`src/rtl/split_res_pkg.sv`:
```
package split_res_pkg;

    localparam int RES_W  = 10;
    localparam int BYTE_W = 8;

    typedef enum logic {
        LK_OPEN = 1'b0,
        LK_HELD = 1'b1
    } lock_e;

    typedef struct packed {
        logic done;
        logic rd_lo;
        logic rd_hi;
        logic ack;
    } evt_t;

    function automatic lock_e lock_next(lock_e cur, logic rd_lo, logic rd_hi);
        if (rd_lo)
            return LK_HELD;
        else if (rd_hi)
            return LK_OPEN;
        else
            return cur;
    endfunction

endpackage

```
`src/rtl/split_res_lock.sv`:
```
module split_res_lock
    import split_res_pkg::*;
(
    input  logic clk,
    input  logic rst,
    input  evt_t evt,
    output logic locked_o,
    output logic upd_en_o
);

    lock_e state_q;

    always_ff @(posedge clk) begin
        if (rst)
            state_q <= LK_OPEN;
        else
            state_q <= lock_next(state_q, evt.rd_lo, evt.rd_hi);
    end

    assign locked_o = (state_q == LK_HELD);
    assign upd_en_o = evt.done && (state_q == LK_OPEN) && !evt.rd_lo;

    AST_RDLO_LOCKS: assert property (@(posedge clk) disable iff (rst)
        evt.rd_lo |=> locked_o);
    AST_BOTH_LOCKS: assert property (@(posedge clk) disable iff (rst)
        (evt.rd_lo && evt.rd_hi) |=> locked_o);
    AST_HI_UNLOCKS: assert property (@(posedge clk) disable iff (rst)
        (evt.rd_hi && !evt.rd_lo) |=> !locked_o);

endmodule

```
`src/rtl/split_res_store.sv`:
```
module split_res_store #(
    parameter int RES_W  = split_res_pkg::RES_W,
    parameter int BYTE_W = split_res_pkg::BYTE_W
) (
    input  logic              clk,
    input  logic              rst,
    input  logic              upd_en,
    input  logic [RES_W-1:0]  value_i,
    output logic [BYTE_W-1:0] lo_o,
    output logic [BYTE_W-1:0] hi_o
);

    localparam int HI_W  = RES_W - BYTE_W;
    localparam int PAD_W = BYTE_W - HI_W;

    logic [RES_W-1:0] res_q;

    always_ff @(posedge clk) begin
        if (rst)
            res_q <= '0;
        else if (upd_en)
            res_q <= value_i;
    end

    assign lo_o = res_q[BYTE_W-1:0];

    generate
        if (PAD_W > 0) begin : g_pad
            assign hi_o = {{PAD_W{1'b0}}, res_q[RES_W-1:BYTE_W]};
        end else begin : g_full
            assign hi_o = res_q[RES_W-1:BYTE_W];
        end
    endgenerate

endmodule

```
`src/rtl/split_res_irq.sv`:
```
module split_res_irq (
    input  logic clk,
    input  logic rst,
    input  logic done,
    input  logic ack,
    output logic irq_o
);

    logic flag_q;

    always_ff @(posedge clk) begin
        if (rst)
            flag_q <= 1'b0;
        else if (done)
            flag_q <= 1'b1;
        else if (ack)
            flag_q <= 1'b0;
    end

    assign irq_o = flag_q;

    AST_IRQ_ON_DONE: assert property (@(posedge clk) disable iff (rst)
        done |=> irq_o);
    AST_ACK_CLEARS: assert property (@(posedge clk) disable iff (rst)
        (ack && !done) |=> !irq_o);

endmodule

```
`src/rtl/split_res_reg.sv`:
```
module split_res_reg
    import split_res_pkg::*;
#(
    parameter int RES_W  = split_res_pkg::RES_W,
    parameter int BYTE_W = split_res_pkg::BYTE_W
) (
    input  logic              clk,
    input  logic              rst,
    input  logic              done_i,
    input  logic [RES_W-1:0]  done_value_i,
    input  logic              rd_lo_i,
    input  logic              rd_hi_i,
    input  logic              irq_ack_i,
    output logic [BYTE_W-1:0] lo_data_o,
    output logic [BYTE_W-1:0] hi_data_o,
    output logic              irq_o
);

    evt_t evt;
    logic locked;
    logic upd_en;

    assign evt = '{done: done_i, rd_lo: rd_lo_i, rd_hi: rd_hi_i, ack: irq_ack_i};

    split_res_lock u_lock (
        .clk      (clk),
        .rst      (rst),
        .evt      (evt),
        .locked_o (locked),
        .upd_en_o (upd_en)
    );

    split_res_store #(.RES_W(RES_W), .BYTE_W(BYTE_W)) u_store (
        .clk     (clk),
        .rst     (rst),
        .upd_en  (upd_en),
        .value_i (done_value_i),
        .lo_o    (lo_data_o),
        .hi_o    (hi_data_o)
    );

    split_res_irq u_irq (
        .clk   (clk),
        .rst   (rst),
        .done  (done_i),
        .ack   (irq_ack_i),
        .irq_o (irq_o)
    );

    AST_LOCK_FREEZE: assert property (@(posedge clk) disable iff (rst)
        locked |=> ($stable(lo_data_o) && $stable(hi_data_o)));
    AST_RDLO_DROPS: assert property (@(posedge clk) disable iff (rst)
        rd_lo_i |=> ($stable(lo_data_o) && $stable(hi_data_o)));
    AST_UPDATE: assert property (@(posedge clk) disable iff (rst)
        (done_i && !locked && !rd_lo_i) |=> (lo_data_o == $past(done_value_i[BYTE_W-1:0])));
    AST_HI_UPPER_ZERO: assert property (@(posedge clk) disable iff (rst)
        hi_data_o[BYTE_W-1:RES_W-BYTE_W] == '0);

endmodule

```
`config.mk`:
```
export PLATFORM = sky130hd
export DESIGN_NAME = split_res_reg
export DESIGN_NICKNAME = d
export VERILOG_FILES = /design/src/rtl/split_res_pkg.sv /design/src/rtl/split_res_lock.sv /design/src/rtl/split_res_store.sv /design/src/rtl/split_res_irq.sv /design/src/rtl/split_res_reg.sv
export SDC_FILE = /design/constraint.sdc
export NUM_CORES = 1
export LEC_CHECK = 0
export BUFFER_PORTS_ARGS = -buffer_cell sky130_fd_sc_hd__clkbuf_2
export CORE_AREA = 8 8 47 49
export CTS_BUF_LIST = sky130_fd_sc_hd__clkbuf_16
export CTS_CLUSTER_DIAMETER = 100
export CTS_CLUSTER_SIZE = 16
export DETAILED_ROUTE_END_ITERATION = 8
export DIE_AREA = 0 0 55 57
export PLACE_DENSITY = 0.72
export SLEW_MARGIN = 20
export SYNTH_ARGS = -nofsm -noshare
export SYNTH_HDL_FRONTEND = slang
export SYNTH_SLANG_ARGS = --single-unit
```
`constraint.sdc`:
```
create_clock -name clk -period 1.1 [get_ports clk]
set_input_delay 0.11 -clock clk [delete_from_list [all_inputs] [get_ports clk]]
set_output_delay 0.11 -clock clk [all_outputs]
set_load 0.02 [all_outputs]
```
Yosys cells after proc, flatten, opt, wreduce, memory -nomap -nowiden

Cells that the tools add are included.

Add/sub/neg operators: 0
Div/mod/pow operators: 0
Shift-type cells: 0
Bitwise operators: 1
$lt $le $gt $ge: 0
Reductions and logical operators: 5
$mul: 0
Equality and inequality tests: 0
Muxes and demuxes: 4

Operators by type and width:

| kind               | number |
|---|---|
| two-way mux 1 bit  | 4 |
| nonzero test 2 bit | 2 |
| logical AND 1 bit  | 2 |
| logical NOT 1 bit  | 1 |
| inverter 1 bit     | 1 |

Latch bits: 0
Output and inout port bits: 17
Word-level logic and storage cells: 13
Register bits after elaboration: 12
Input bits: 16
Memory bits (read-only): 0
RAM bits: 0
Memories: 0

Longest topological paths before layout

Gate-level depths: netlist of run 1.

Depth in word-level cells: 3
Mapped depth: 3
Mapped depth without buffers: 2

Modules after synthesis

A second synthesis of run 1 with hierarchy kept.

Cells, all modules: 48
Area total of the unflattened synthesis: 486.7 um^2

By module, submodules not included:

| module          | area each (um^2) | instances | sequential area each (um^2) | cells an instance |
|---|---|---|---|---|
| split_res_store | 401.6            | 1         | 200.2                       | 39 |
| split_res_lock  | 46.3             | 1         | 20.0                        | 5 |
| split_res_irq   | 38.8             | 1         | 20.0                        | 4 |

Worst setup path before layout of run 1

Ideal clock, no wire load.

Path type: flip-flop to flip-flop
Start: register u_lock.state_q, in the netlist u_lock.locked_o
End: register u_store.res_q[0]
Path buffers: 1
Data required time: 1.028 ns
Path slack: 0.216 ns
Data arrival time: 0.813 ns
Clock period less this slack: 0.884 ns
Library setup time: 0.072 ns
Cell stages (with the launch flop): 4
Path through: dfxtp_1 > nor3b_2 > buf_6 > mux2i_1

Longest elaborated chain between the ends: 3

Ends and longest elaborated chain:

| element                        | line                  | source |
|---|---|---|
| start, declared                | split_res_lock.sv:11  | `lock_e state_q;` |
| start signal, assigned         | split_res_lock.sv:17  | `state_q <= lock_next(state_q, evt.rd_lo, evt.rd_hi);` |
| inverter 1 bit                 | split_res_lock.sv:21  | `assign upd_en_o = evt.done && (state_q == LK_OPEN) && !evt.rd_lo;` |
| logical AND 1 bit (2 in a row) | split_res_lock.sv:21  |  |
| end signal, assigned           | split_res_store.sv:22 | `res_q <= value_i;` |
| end, declared                  | split_res_store.sv:16 | `logic [RES_W-1:0] res_q;` |

Every way passes these cells.
A chain may end at the register's enable or synchronous reset.

Worst setup path in the final report of run 1

Start: register u_lock.state_q, in the netlist u_lock.locked_o
End: register u_store.res_q[7]

The elaborated chain is that of the path after synthesis.

==> results.yml, run 1 <==
yosys:
  synthCells: 59
  synthTopCellsByCount: "21 x nand2b_1, 12 x dfxtp_1, 10 x mux2i_1"
  yosys.area.top_type_share_pct: 41.65
  synth_flop_cell: "dfxtp_1"
  yosys.area.top_type: "dfxtp_1"
  synthArstFlopShare_pct: 0
  ys_types: 11
  syn-cell-area_sq_um: 576.8
  ys_warn_count: 0
  syn_avg_cell_area_sq_um: 9.776
  yosysSeqAreaShare_pct: 41.65
  synth.most_common_cell: "nand2b_1"
  ys_ff_latch: 12
  synth_edf_count: 0
  ys_top_cells_by_area: "dfxtp_1 42%, nand2b_1 23%, mux2i_1 17%"
clock_tree:
  post_cts_buffers: 0
  clk_latency_ps: 230
  cts_tree: "done"
  numCtsBuffers: 3
  max-clock-path-buffers: 2
  cts_root_buf: "clkbuf_16"
  numClockSinks: 12
  htree_levels: 1
  hold_buffers: 0
  cts_resized: 0
  clkTransAtPathRegs_ps: 40
layout:
  diodes: 0
  drive_above_1_share_pct: 36.78
  nNetsFinal: 104
  design_area_sq_um: 777.0
  syn2layout_area_growth_pct: 34.71
  utilization_pct: 49.29
setup_path:
  crit_start: "u_lock.locked_o$_SDFFE_PP0P_"
  critPathArrivalTime_ps: 1160
  path_class: "reg -> reg"
  startpoint_type: "register"
  reg2reg_depth: 3
  crit_path_end_kind: "register"
  reg2reg_from: "u_lock.locked_o$_SDFFE_PP0P_"
  cp_max_fo: 7
  crit_required_ps: 1260
timing:
  setup_violations: 0
  finalHoldViolations: 0
  skew_ps: 1.383
  fin_crit_ps: 993.5
  max_freq_mhz: 1007
  maxSlewViolCount: 0
  rsz0062_at_grt: "false"
  period_share_pct: 90.32
  tns_ps: 0
power:
  p_per_area_nw_per_um2: 1648
  leakage_nw: 0.3715
  peakVddDrop_mv: 1.207
status:
  outcome: "finished, final reports clean"
detailed_routing:
  wl_per_cell_microns: 11.22
  drt.antenna.violating_nets: 0
  drc: 0
  dr.first_iter.drc_count: 6
  drtPass1Iterations: 3
  vias: 429
  vias_per_cell: 4.125
  totalWireLength_microns: 1167
floorplanning:
  dieHeight_microns: 57
  coreArea_sq_um: 1577
  ios: 33
  fp.dieArea_sq_um: 3135
  start_util_pct: 36.59
  die_w_microns: 55
  rows: 15
grt:
  grt_max_degree: 23
  grt_overflow: 0
  grt_first_pass_wirelength_microns: 1842
  grt_pass1_vias: 447
  gr-usage-all-layers_pct: 7.478
  antenna_found_initial: 0
placement:
  place_congestion: 0.6238
  placed_area_sq_um: 698.2
  dp_hpwl_microns: 961
  portBuffers: 26
min_path:
  hp-start: "done_i"
  holdPathStages: 3
  hold_class: "in -> reg"
run:
  cap_violations: 0
==> per-layer routing <==
layer | vias to the layer above | GRT usage, % | routed length [microns]
met1 | 182 | 10.09 | 528
met5 | - | 0 | 0
met4 | 0 | 2.062 | 0
met2 | 20 | 9.887 | 492
met3 | 0 | 4.156 | 146
li1 | 227 | - | -
==> final cells by class <==
cell class                 count  area [sq um]
fill                         168         799.5
multi-input combinational     41         284.0
sequential                    12         240.2
timing repair buffer          28         145.1
clock buffer                   3         75.07
tap                           17         21.27
inverter                       2         7.507
clock inverter                 1         3.754
==> critical path, stage by stage, from the launching register on <==
cell	delay [ps]
dfxtp_1	310
nor3b_2	210
buf_4	210
mux2i_1	190
==> placed cells by master (no fill, tap or decap) <==
| cell type | netlist | layout |
|---|---|---|
| dfxtp_1 | 12 | 12 |
| nor3b_2 | 1 | 1 |
| or2b_1 | 1 | 1 |
| buf_4 | 6 | 2 |
| clkbuf_16 | 0 | 3 |
| nand2b_1 | 21 | 21 |
| clkinv_1 | 0 | 1 |
| inv_1 | 2 | 2 |
| a21oi_1 | 2 | 2 |
| conb_1 | 1 | 6 |
| clkbuf_2 | 0 | 26 |
| mux2i_1 | 10 | 10 |
==> kinds of logic (layout without fill, tap and decap cells) <==
kind of cell	after synthesis	after routing	share of synthesized area, %
mux	10	10	17.35
buf+inv	11	34	12.36
other cells	1	6	0.6501
flops	12	12	41.65
compound gates	2	2	1.735
simple gates	23	23	26.25
==> power by group <==
part           internal, W  switching (W)  leakage [nW]  total [W]
Sequential        0.000458      0.0000109        0.0983   0.000469
Clock             0.000477       0.000177        0.0385   0.000654
Combinational    0.0000698      0.0000871         0.235   0.000157
Total              0.00101       0.000275         0.372    0.00128
==> registers in the layout, indices dropped and copies added, names as in the netlist <==
register / cells
u_lock.locked_o: 1
u_store.res_q: 10
u_irq.irq_o: 1
==> through the flow <==
stage / instances / power, W / worst slack (ps) / hold WS [ps]
2_1_floorplan: 64 / 0.0005959 / 215.7 / 239.4
3_3_place_gp: 100 / 0.0006325 / 144.8 / 341.5
6_report: 104 / 0.001281 / 106.5 / 101.4
4_1_cts: 104 / 0.001300 / 82.23 / 96.05
3_5_place_dp: 100 / 0.0006361 / 86.68 / 343.4
5_1_grt: 104 / 0.001346 / 45.13 / 109.2
==> final timing paths <==
check,slack (ps),end
setup / recovery,110,u_store.res_q[7]$_SDFFE_PP0P_
hold / removal,100,u_irq.irq_o$_SDFFE_PP0P_
setup reg to reg,110,u_store.res_q[7]$_SDFFE_PP0P_
hold reg to reg,470,u_store.res_q[0]$_SDFFE_PP0P_
(Power assumes the default switching activity.)
==> inputs of run 2 (changes only) <==
--- a/config.mk
+++ b/config.mk
@@ -12,6 +12,8 @@
 export CTS_CLUSTER_SIZE = 16
 export DETAILED_ROUTE_END_ITERATION = 8
 export DIE_AREA = 0 0 55 57
+export GPL_ROUTABILITY_DRIVEN = 0
+export GPL_TIMING_DRIVEN = 0
 export PLACE_DENSITY = 0.72
 export SLEW_MARGIN = 20
 export SYNTH_ARGS = -nofsm -noshare
==> results.yml, run 2 (synthesized netlist as in run 1, its figures left out) <==
setup_path:
  crit_path_end_kind: "register"
  reg2reg_depth: 3
  slowest_delay_ps: 300
  path_class: "reg -> reg"
  cp_slowest_cell: "dfxtp_1"
  cp_max_fo: 10
  critPathArrivalTime_ps: 1130
  cp_cell_sequence: "nor3b_2, buf_6, mux2i_1"
  crit_required_ps: 1260
  startpoint_type: "register"
floorplanning:
  rows: 15
  coreArea_sq_um: 1577
  dieHeight_microns: 57
  start_util_pct: 36.59
  ios: 33
  fp.dieArea_sq_um: 3135
  die_w_microns: 55
min_path:
  holdPathStages: 3
  hold_class: "in -> reg"
detailed_routing:
  totalWireLength_microns: 1181
  drtPass1Iterations: 2
  drc: 0
  dr_wl_met3_microns: 158
  dr_wl_met2_microns: 547
  wl_per_cell_microns: 10.74
  wl_met1_microns: 475
  top_layer: "met3"
  vias: 459
  drt.antenna.violating_nets: 0
  vias_per_cell: 4.173
  dr.first_iter.drc_count: 9
grt:
  grt_pass1_vias: 521
  gr-usage-all-layers_pct: 8.932
  grt_first_pass_wirelength_microns: 2132
  antenna_found_initial: 0
  grt_overflow: 0
  grt_max_degree: 11
timing:
  finalHoldViolations: 0
  maxSlewViolCount: 0
  rsz0062_at_grt: "false"
  tns_ps: 0
  period_share_pct: 88.10
  max_freq_mhz: 1032
  fin_crit_ps: 969.1
  setup_violations: 0
  skew_ps: 1.358
layout:
  diodes: 0
  seq_area_sq_um: 240.2
  final_cell_mix: "26 x clkbuf_2, 21 x nand2b_1, 12 x dfxtp_1, 10 x mux2i_1"
  largest_reg_flops: 10
  syn2layout_area_growth_pct: 42.52
  layout_commonest_cell: "clkbuf_2"
  fillerInstances: 160
  nNetsFinal: 111
  drive_above_1_share_pct: 39.78
  multi_input_area_sq_um: 284.0
  top_register: "u_store.res_q"
placement:
  portBuffers: 26
  dp_hpwl_microns: 1004
clock_tree:
  numClockSinks: 12
  clk_latency_ps: 230
  htree_levels: 1
  post_cts_buffers: 0
  cts_resized: 0
  numCtsBuffers: 3
  max-clock-path-buffers: 2
  clkTransAtPathRegs_ps: 40
  hold_buffers: 0
  cts_root_buf: "clkbuf_16"
  cts_tree: "done"
status:
  outcome: "finished, final reports clean"
run:
  cap_violations: 0
power:
  peakVddDrop_mv: 0.8062
  leakage_nw: 0.4007
  p_per_area_nw_per_um2: 1555
  p_total_w: 0.001279
==> run 2: cell count changes in the layout (fill, tap and decap cells not counted), sizes merged <==
cell	delta
buf	+5
clkbuf	+2
clkinv	-1
==> run 2: worst max-delay path, delay by kind of cell (launching register included) <==
| family | cells | cell delay (ps) |
|---|---|---|
| flops | 1 | 300 |
| buf+inv | 1 | 190 |
| mux | 1 | 190 |
| simple gates | 1 | 200 |
==> run 2: layout make-up <==
cell class                 instances  share of cell area, %
multi-input combinational         41                  34.55
sequential                        12                  29.22
timing repair buffer              26                  15.83
clock buffer                       3                  9.132
buffer                             9                  7.763
tap                               17                  2.588
inverter                           2                 0.9132
==> run 2: final timing paths <==
kind                                                    from                       endpoint  slack, ps
worst max-delay path            u_lock.locked_o$_SDFFE_PP0P_  u_store.res_q[1]$_SDFFE_PP0P_        130
worst min-delay path                                  done_i       u_irq.irq_o$_SDFFE_PP0P_        100
worst max register to register  u_lock.locked_o$_SDFFE_PP0P_  u_store.res_q[1]$_SDFFE_PP0P_        130
worst min register to register      u_irq.irq_o$_SDFFE_PP0P_       u_irq.irq_o$_SDFFE_PP0P_        470
==> run 2: metal layers <==
layer	GRT usage, %	vias to the layer above
li1	-	244
met1	10.12	195
met2	13.29	20
met3	4.675	0
met4	4.124	0
met5	0	-
==> run 2: metrics by stage <==
step	instance area, sq um	hold slack [ps]	std cells	setup slack (ps)	util, %
floorplan	595.6	239.4	64	215.7	-
global placement	747.0	343.4	107	165.9	47.38
detailed placement	747.0	348.1	107	108.2	47.38
CTS	822.0	100.1	110	103.5	52.14
global route	822.0	129.0	110	41.88	52.14
finish	822.0	102.8	110	130.9	52.14
==> run 2: power breakdown <==
part	switching, W	internal, W
sequential	0.0000109	0.000459
clock	0.000162	0.000471
combinational	0.0000908	0.0000844
total	0.000264	0.00101
==> inputs of run 3 (changes only) <==
--- a/config.mk
+++ b/config.mk
@@ -6,12 +6,12 @@
 export NUM_CORES = 1
 export LEC_CHECK = 0
 export BUFFER_PORTS_ARGS = -buffer_cell sky130_fd_sc_hd__clkbuf_2
-export CORE_AREA = 8 8 47 49
+export CORE_AREA = 3 3 42 44
 export CTS_BUF_LIST = sky130_fd_sc_hd__clkbuf_16
 export CTS_CLUSTER_DIAMETER = 100
 export CTS_CLUSTER_SIZE = 16
 export DETAILED_ROUTE_END_ITERATION = 8
-export DIE_AREA = 0 0 55 57
+export DIE_AREA = 0 0 45 47
 export GPL_ROUTABILITY_DRIVEN = 0
 export GPL_TIMING_DRIVEN = 0
 export PLACE_DENSITY = 0.72
==> results.yml, run 3 (synthesized netlist as in run 1, its figures left out) <==
status:
  outcome: "finished, final reports clean"
placement:
  portBuffers: 26
  post-place-ws_ps: 128.8
grt:
  grt_max_degree: 11
  antenna_found_initial: 0
  grt_pass1_vias: 408
  grt_first_pass_wirelength_microns: 1683
  gr-usage-all-layers_pct: 11.21
  grt_overflow: 0
timing:
  tns_ps: 0
  setup_slack_ps: 141.6
  period_share_pct: 87.12
  fin_crit_ps: 958.4
  finalHoldViolations: 0
  maxSlewViolCount: 0
  max_freq_mhz: 1043
  rsz0062_at_grt: "false"
  setup_violations: 0
  skew_ps: 3.773
layout:
  fillerInstances: 146
  multi_input_area_sq_um: 284.0
  final_cell_mix: "26 x clkbuf_2, 21 x nand2b_1, 12 x dfxtp_1, 10 x mux2i_1"
  largest_reg_flops: 10
  seq_area_sq_um: 240.2
  nNetsFinal: 111
  top_register: "u_store.res_q"
  utilization_pct: 56.04
  drive_above_1_share_pct: 39.36
  layout_commonest_cell: "clkbuf_2"
  diodes: 0
  syn2layout_area_growth_pct: 42.95
power:
  p_int_w: 0.001021
  p_clk_share_pct: 50.6
  p_total_w: 0.001304
  p_per_area_nw_per_um2: 1582
  leakage_nw: 0.4023
  peakVddDrop_mv: 1.051
  power_frac_comb_pct: 13.4
  p_seq_share_pct: 36.0
  swShare_pct: 21.74
  p_sw_w: 0.0002835
detailed_routing:
  vias_per_cell: 4.145
  totalWireLength_microns: 1055
  drc: 0
  vias: 456
  wl_per_cell_microns: 9.591
  drt.antenna.violating_nets: 0
  drtPass1Iterations: 4
  dr.first_iter.drc_count: 6
clock_tree:
  cts_resized: 0
  clkTransAtPathRegs_ps: 40
  clk_latency_ps: 240
  numCtsBuffers: 3
  max-clock-path-buffers: 2
  htree_levels: 1
  cts_tree: "done"
  post_cts_buffers: 0
  cts_root_buf: "clkbuf_16"
  hold_buffers: 0
  numClockSinks: 12
setup_path:
  path_class: "reg -> reg"
  ff2ff_setup_slack_ps: 140
  reg2reg_from: "u_lock.locked_o$_SDFFE_PP0P_"
  startpoint_type: "register"
  crit_path_end_kind: "register"
  cp_max_fo: 10
  crit_start: "u_lock.locked_o$_SDFFE_PP0P_"
  critPathArrivalTime_ps: 1130
  crit_required_ps: 1270
min_path:
  hp-start: "done_i"
  hold_class: "in -> reg"
floorplanning:
  die_w_microns: 45
  coreArea_sq_um: 1471
  ios: 33
  fp.dieArea_sq_um: 2115
  dieHeight_microns: 47
  rows: 14
  start_util_pct: 39.20
run:
  cap_violations: 0
==> run 3: cell count changes in the layout (fill, tap and decap cells not counted), sizes merged <==
cell    change
clkinv      +1
==> run 3: power by group through the flow <==
stage | Clock (W) | Combinational (W) | Sequential (W)
2_1_floorplan | 0 | 0.0000958 | 0.000500
3_3_place_gp | 0 | 0.000174 | 0.000476
4_1_cts | 0.000676 | 0.000177 | 0.000470
5_1_grt | 0.000691 | 0.000192 | 0.000472
6_report | 0.000660 | 0.000175 | 0.000469
3_5_place_dp | 0 | 0.000176 | 0.000477
==> run 3: path summary, 6_finish.rpt <==
kind,depth (start not counted),end
setup reg to reg,3,u_store.res_q[5]$_SDFFE_PP0P_
hold / removal,3,u_irq.irq_o$_SDFFE_PP0P_
setup / recovery,3,u_store.res_q[5]$_SDFFE_PP0P_
hold reg to reg,2,u_store.res_q[3]$_SDFFE_PP0P_
==> run 3: worst max-delay path: stages (launching register included) <==
cell,delay [ps]
dfxtp_1,310
nor3b_2,190
buf_6,190
mux2i_1,190
==> run 3: layer usage <==
metal	GRT usage (%)	share of wire, %	wire (microns)
met1	13.43	44	461
met2	17.80	43	454
met3	6.513	13	140
met4	1.754	0	0
met5	0	0	0
==> run 3: final cells by class <==
cell class                      count  share of cell area, %
Timing Repair Buffer               26                  15.78
Sequential cell                    12                  29.13
Inverter                            2                 0.9105
Tap cell                           16                  2.428
Multi-Input combinational cell     41                  34.45
Buffer                              9                  7.739
Clock inverter                      1                 0.4552
Clock buffer                        3                  9.105
==> run 3: metrics by stage <==
step,std cells,instance area [sq um],hold WS [ps]
6_report,110,824.5,97.47
5_1_grt,110,824.5,121.0
4_1_cts,110,824.5,97.22
3_5_place_dp,106,745.7,347.8
3_3_place_gp,106,745.7,345.2
2_1_floorplan,64,595.6,239.4
